### src/rtl/spiclk_pkg.sv
package spiclk_pkg;

    typedef enum logic [0:0] {
        ST_IDLE = 1'b0,
        ST_RUN  = 1'b1
    } clk_state_t;

    // Control word layout (16 bits)
    localparam int ROL_BIT  = 15;   // clear phase on accepted start
    localparam int DBL_BIT  = 14;   // double the step
    localparam int STEP_FW  = 14;   // step field width, bits [13:0]

    // Edge-select pair per profile
    localparam int LAT_RISE_BIT = 0;
    localparam int LAU_RISE_BIT = 1;

endpackage

### src/rtl/spiclk_prof_sel.sv
module spiclk_prof_sel
    import spiclk_pkg::*;
#(
    parameter int NUM_PROF = 8,
    parameter int WORD_W   = 16,
    parameter int SEL_W    = 4,
    parameter int PHASE_W  = 11
) (
    input  logic [NUM_PROF*WORD_W-1:0] prof_word,
    input  logic [NUM_PROF*2-1:0]      prof_edge,
    input  logic [SEL_W-1:0]           sel,
    output logic                       sel_ok,
    output logic [PHASE_W-1:0]         eff_step,
    output logic                       sel_rol,
    output logic                       sel_lat_rise,
    output logic                       sel_lau_rise
);
    localparam int IDX_W = (NUM_PROF > 1) ? $clog2(NUM_PROF) : 1;
    localparam int HALF  = 1 << (PHASE_W - 1);
    localparam int SC_W  = STEP_FW + 1;

    logic [WORD_W-1:0] words [NUM_PROF];
    logic [1:0]        edges [NUM_PROF];

    for (genvar g = 0; g < NUM_PROF; g++) begin : g_unpack
        assign words[g] = prof_word[g*WORD_W +: WORD_W];
        assign edges[g] = prof_edge[g*2 +: 2];
    end

    logic [WORD_W-1:0]  w;
    logic [1:0]         e;
    logic [STEP_FW-1:0] raw;
    logic [SC_W-1:0]    scaled;

    always_comb begin
        sel_ok = (32'(sel) < NUM_PROF);
        w      = '0;
        e      = '0;
        if (sel_ok) begin
            w = words[sel[IDX_W-1:0]];
            e = edges[sel[IDX_W-1:0]];
        end
        raw    = w[STEP_FW-1:0];
        scaled = w[DBL_BIT] ? {raw, 1'b0} : {1'b0, raw};
        if (scaled > SC_W'(HALF))
            eff_step = PHASE_W'(HALF);
        else
            eff_step = scaled[PHASE_W-1:0];
        sel_rol      = w[ROL_BIT];
        sel_lat_rise = e[LAT_RISE_BIT];
        sel_lau_rise = e[LAU_RISE_BIT];
    end

endmodule

### src/rtl/spiclk_phase_acc.sv
module spiclk_phase_acc #(
    parameter int PHASE_W = 11
) (
    input  logic               clk,
    input  logic               rst_n,
    input  logic               adv,
    input  logic               clr,
    input  logic [PHASE_W-1:0] step,
    output logic [PHASE_W-1:0] phase,
    output logic               ev_lead,
    output logic               ev_trail
);
    localparam int HALF = 1 << (PHASE_W - 1);

    logic [PHASE_W:0] sum;

    always_comb begin
        sum      = {1'b0, phase} + {1'b0, step};
        ev_trail = adv && sum[PHASE_W];
        ev_lead  = adv && !phase[PHASE_W-1] && sum[PHASE_W-1] && !sum[PHASE_W];
    end

    always_ff @(posedge clk) begin
        if (!rst_n)
            phase <= '0;
        else if (clr)
            phase <= '0;
        else if (adv)
            phase <= sum[PHASE_W-1:0];
    end


    step_max_chk: assert property (@(posedge clk) disable iff (!rst_n)
        32'(step) <= HALF);


    one_edge_chk: assert property (@(posedge clk) disable iff (!rst_n)
        !(ev_lead && ev_trail));

endmodule

### src/rtl/spiclk_gen.sv
module spiclk_gen
    import spiclk_pkg::*;
#(
    parameter int NUM_PROF = 8,
    parameter int WORD_W   = 16,
    parameter int SEL_W    = 4,
    parameter int PHASE_W  = 11
) (
    input  logic                       clk,
    input  logic                       rst_n,
    input  logic                       run_en,
    input  logic                       start,
    input  logic [SEL_W-1:0]           start_prof,
    input  logic                       cpol,
    input  logic [NUM_PROF*WORD_W-1:0] prof_word,
    input  logic [NUM_PROF*2-1:0]      prof_edge,
    output logic                       sck,
    output logic                       launch_stb,
    output logic                       latch_stb,
    output logic                       active
);
    clk_state_t state, state_nx;

    logic               sel_ok, sel_rol, sel_lat_rise, sel_lau_rise;
    logic [PHASE_W-1:0] sel_step;
    logic [PHASE_W-1:0] cur_step;
    logic               cur_lat_rise, cur_lau_rise;
    logic [PHASE_W-1:0] phase;
    logic               ev_lead, ev_trail;
    logic               start_acc, adv, clr;
    logic               ev_rise, ev_fall;

    spiclk_prof_sel #(
        .NUM_PROF(NUM_PROF), .WORD_W(WORD_W), .SEL_W(SEL_W), .PHASE_W(PHASE_W)
    ) u_sel (
        .prof_word    (prof_word),
        .prof_edge    (prof_edge),
        .sel          (start_prof),
        .sel_ok       (sel_ok),
        .eff_step     (sel_step),
        .sel_rol      (sel_rol),
        .sel_lat_rise (sel_lat_rise),
        .sel_lau_rise (sel_lau_rise)
    );

    assign start_acc = start && run_en && sel_ok;
    assign clr       = start_acc && sel_rol;
    assign adv       = (state == ST_RUN) && run_en && !start_acc;

    spiclk_phase_acc #(.PHASE_W(PHASE_W)) u_acc (
        .clk      (clk),
        .rst_n    (rst_n),
        .adv      (adv),
        .clr      (clr),
        .step     (cur_step),
        .phase    (phase),
        .ev_lead  (ev_lead),
        .ev_trail (ev_trail)
    );

    // Next-state logic: engage, restart, halt
    always_comb begin
        state_nx = state;
        unique case (state)
            ST_IDLE: if (start_acc) state_nx = ST_RUN;
            ST_RUN:  if (!run_en)   state_nx = ST_IDLE;
        endcase
    end

    always_ff @(posedge clk) begin
        if (!rst_n) state <= ST_IDLE;
        else        state <= state_nx;
    end

    // Profile capture on accepted start
    always_ff @(posedge clk) begin
        if (!rst_n) begin
            cur_step     <= '0;
            cur_lat_rise <= 1'b0;
            cur_lau_rise <= 1'b0;
        end else if (start_acc) begin
            cur_step     <= sel_step;
            cur_lat_rise <= sel_lat_rise;
            cur_lau_rise <= sel_lau_rise;
        end
    end

    // Output process: strobes registered with the phase update
    always_comb begin
        ev_rise = cpol ? ev_trail : ev_lead;
        ev_fall = cpol ? ev_lead  : ev_trail;
    end

    always_ff @(posedge clk) begin
        if (!rst_n) begin
            latch_stb  <= 1'b0;
            launch_stb <= 1'b0;
        end else begin
            latch_stb  <= cur_lat_rise ? ev_rise : ev_fall;
            launch_stb <= cur_lau_rise ? ev_rise : ev_fall;
        end
    end

    assign active = (state == ST_RUN);
    assign sck    = cpol ^ (active && phase[PHASE_W-1]);


    stb_idle_chk: assert property (@(posedge clk) disable iff (!rst_n)
        !active |-> (!launch_stb && !latch_stb));


    halt_chk: assert property (@(posedge clk) disable iff (!rst_n)
        !run_en |=> !active);


    rol_clear_chk: assert property (@(posedge clk) disable iff (!rst_n)
        (start_acc && sel_rol) |=> (phase == '0));


    sck_edge_chk: assert property (@(posedge clk) disable iff (!rst_n)
        (active && $past(active) && !$past(start_acc) && $stable(cpol) && !$stable(sck))
        |-> $past(ev_lead || ev_trail));

endmodule

### config.mk
export PLATFORM = sky130hd
export DESIGN_NAME = spiclk_gen
export DESIGN_NICKNAME = d
export VERILOG_FILES = /design/src/rtl/spiclk_pkg.sv /design/src/rtl/spiclk_prof_sel.sv /design/src/rtl/spiclk_phase_acc.sv /design/src/rtl/spiclk_gen.sv
export SDC_FILE = /design/constraint.sdc
export NUM_CORES = 1
export LEC_CHECK = 0
export BUFFER_PORTS_ARGS = -buffer_cell sky130_fd_sc_hd__buf_2
export CELL_PAD_IN_SITES_DETAIL_PLACEMENT = 0
export CELL_PAD_IN_SITES_GLOBAL_PLACEMENT = 1
export CORE_UTILIZATION = 34
export CTS_BUF_LIST = sky130_fd_sc_hd__clkbuf_2 sky130_fd_sc_hd__clkbuf_4 sky130_fd_sc_hd__clkbuf_8
export CTS_CLUSTER_SIZE = 28
export DETAILED_ROUTE_END_ITERATION = 8
export PLACE_DENSITY = 0.86
export SLEW_MARGIN = 40
export SYNTH_ARGS = -nofsm -noshare
export SYNTH_HDL_FRONTEND = slang
export SYNTH_HIERARCHICAL = 1
export SYNTH_SLANG_ARGS = --single-unit
export TNS_END_PERCENT = 1
### constraint.sdc
create_clock -name clk -period 3.05 [get_ports clk]
set_input_delay 0.305 -clock clk [delete_from_list [all_inputs] [get_ports clk]]
set_output_delay 0.305 -clock clk [all_outputs]
set_load 0.01 [all_outputs]
==> summary.md <==
| Metric | Value |
|---|---|
| Status | finished, final reports clean |
| Setup violators final | 0 |
| Highest achievable clock rate | 393 MHz |
| Crit Path Class | reg2reg |
| Design area | 3870 µm² |
| CP Data Arrival Time | 2.75 ns |
| EDFF count, synth | 0 |
| Port Buffer Count | 156 |
| Fraction of registers with async set or reset after synthesis | 0% |
| Maximum root-to-sink buffer count | 2 |
| Ports | 157 |
| Cell Count, Final, Fillers Out | 562 |
| Min Hold Slack | 0.272 ns |
| Min-Delay Path Class | in2reg |
| Initial Utilization | 35.5% |
| Startpoint types | flip-flop |
| Max cap viols | 0 |
| Leakage Power | 1.76 nW |
| Unrepaired setup endpoints after global routing | no |
| First-pass GRT wire length | 13,000 µm |
| Mapped Nets | 472 |
| Diode count | 0 |
| #FFs+latches synth | 27 |
| Total Die Area | 9050 µm² |
| Slew headroom | 58.6% |
| Worst Max-Slew Pin Slew | 0.605 ns |
| WL/cell | 14.5 µm |
| Via Count | 2,958 |
| Fraction of layout cells with a size suffix above 1 | 47.7% |
| Htree depth | 1 |
| Die Span X | 95.1 µm |
| 1st-iter DRT viols | 95 |
| Mean post-synth cell area | 9.61 µm² |
| Core footprint | 8300 µm² |
| Yosys cell types | 61 |
| Worst Path Max Fanout | 4 |
| Vias in the first global route | 2,797 |
| Post-CTS setup buffer count | 0 |
| Largest net degree at the start of global routing | 32 |
| Hold Path Depth | 3 |
| GRT Total Usage | 18.0% |
| Layout Area Growth over Synthesis | 31.1% |
| Post-CTS sizing | 0 |
| Sequential-to-total area share from yosys stat | 18.3% |
| DRT Pass-1 Iters | 4 |
| Worst-Skew Late Latency | 0.27 ns |
| CTS tree | done |
| Synth warn | 6 |
| Placer congestion estimate | 0.866 |
| Period utilization | 83.5% |
| Most used DFF post-synth | dfxtp_1 |
| Vias per cell | 5.26 |
| Worst ir drop on vdd | 0.112 mV |
| Fin nets | 623 |
| R2R depth | 9 |
| Root buf cell | clkbuf_8 |
| Dpl cells | 558 |
| Routed Antenna Nets | 0 |
| Die height | 95.1 µm |
| Slew Limit Fails | 0 |
| Setup TNS | 0 ns |
| Final hold vios | 0 |
| Pwr Density | 243 nW/µm² |
| Setup crit end kind | flip-flop |
| Num CTS Buffers | 3 |
| CTS hold repair buffers | 0 |
| GRT overflow | 0 |
| Clock slew at reported path FFs | 0.09 ns |
| Initial antenna violation count | 0 |
| Worst EP required | 3.25 ns |
| FP Rows | 33 |
| Post-Syn Area | 2950 µm² |
| Syn Inst Count | 307 |
| Fillers | 773 |
| Post-DP HPWL | 6900 µm |
| Residual DRC | 0 |
| Fin crit period | 2.55 ns |
| CTS sink count | 27 |
| Final wirelength | 8140 µm |
| Clock Skew | 0.00152 ns |
| Post-DP Area | 3820 µm² |
==> state kept, by name (all words and copies together) (netlist names) <==
name,flops
latch_stb,1
cur_lau_rise,1
cur_step,11
u_acc/phase,11
active,1
cur_lat_rise,1
launch_stb,1
==> layout by cell type, fill, tap and decap left out, types with 5 or more instances in the layout <==
cell,n
buf_2,156
nor3_1,9
nand3_1,5
mux2i_1,33
dfxtp_1,27
a21oi_1,14
a21o_1,5
ha_1,11
buf_4,7
xnor2_1,6
nand2_1,48
mux4_2,30
nor2_1,28
==> metal layers <==
| layer | GRT usage, % | wire [µm] |
|---|---|---|
| met1 | 23.1 | 3380 |
| met2 | 31.9 | 4220 |
| met3 | 2.15 | 434 |
| met4 | 4.17 | 102 |
| met5 | 0 | 0 |
==> logic make-up (layout without fill, tap and decap cells) <==
logic type      Yosys count  after routing  share of synthesized area [%]
simple gates            116            116                           18.0
mux                      69             69                           37.0
compound gates           55             55                           14.4
flops                    27             27                           18.3
buf+inv                  21            171                           4.84
fa+ha+maj                12             12                           5.35
xor+xnor                  7              7                           2.08
==> cell usage after synthesis, types with 2 or more instances <==
cell type	number	area (µm²)
nor2b_1	3	18.8
clkbuf_1	3	11.3
ha_1	11	138
mux2i_1	33	330
a21o_1	5	37.5
mux2_2	4	45.0
a21boi_0	2	15.0
a21oi_1	14	70.1
a211oi_1	2	15.0
o211ai_1	2	15.0
o21ai_0	3	15.0
and4_2	2	20.0
nand2_1	48	180
buf_1	3	11.3
nand2b_1	2	12.5
buf_6	2	22.5
a2111oi_0	2	17.5
xnor2_1	6	52.6
nand4_1	2	12.5
a311o_1	2	20.0
buf_4	2	15.0
a22oi_1	3	22.5
or3_1	3	18.8
nor3_1	9	45.0
a21oi_2	3	26.3
a22o_1	2	17.5
nor2_1	28	105
mux4_2	30	676
dfxtp_1	27	541
buf_12	2	40.0
and3_1	4	25.0
nand3_1	5	25.0
nor4_1	4	25.0
buf_2	7	35.0
==> report_power, final <==
| part | leakage, nW | switching [mW] | total (mW) | internal (mW) |
|---|---|---|---|---|
| combinational | 1.52 | 0.163 | 0.367 | 0.204 |
| clock | 0.0262 | 0.111 | 0.213 | 0.102 |
| sequential | 0.218 | 0.00317 | 0.360 | 0.357 |
| total | 1.76 | 0.277 | 0.940 | 0.663 |
==> worst paths after layout <==
check | from | to | slack [ns]
worst max-delay path | u_acc/phase[0] | launch_stb | 0.50
worst min-delay path | run_en | active | 0.27
worst max register to register | u_acc/phase[0] | launch_stb | 0.50
worst min register to register | u_acc/phase[5] | u_acc/phase[5] | 0.47
==> area by class of cell <==
cell class / instances / area [µm²] / area share, %
inverters: 2 / 7.51 / 0.194
well taps: 105 / 131 / 3.40
flip-flops and latches: 27 / 541 / 14.0
clock buffers: 4 / 48.8 / 1.26
multi-input cells: 259 / 2270 / 58.6
repair buffers: 165 / 873 / 22.6
==> critical path: stages, from the launching register on <==
cell,delay (ns)
dfxtp_1,0.33
ha_1,0.22
fa_1,0.40
a21o_1,0.19
a221o_2,0.39
a31oi_4,0.24
nand4_1,0.14
a2111oi_2,0.30
nand2_1,0.12
mux2i_1,0.16
==> per-stage QoR <==
step,total power [mW],util [%],worst slack [ns]
after floorplan,0.597,-,0.318
after global placement,0.731,46.0,0.398
after detailed placement,0.736,46.0,0.344
after CTS,0.951,46.6,0.486
after global routing,0.999,46.6,0.358
final,0.940,46.6,0.505
No activity file was read; power rests on OpenSTA's default activity.
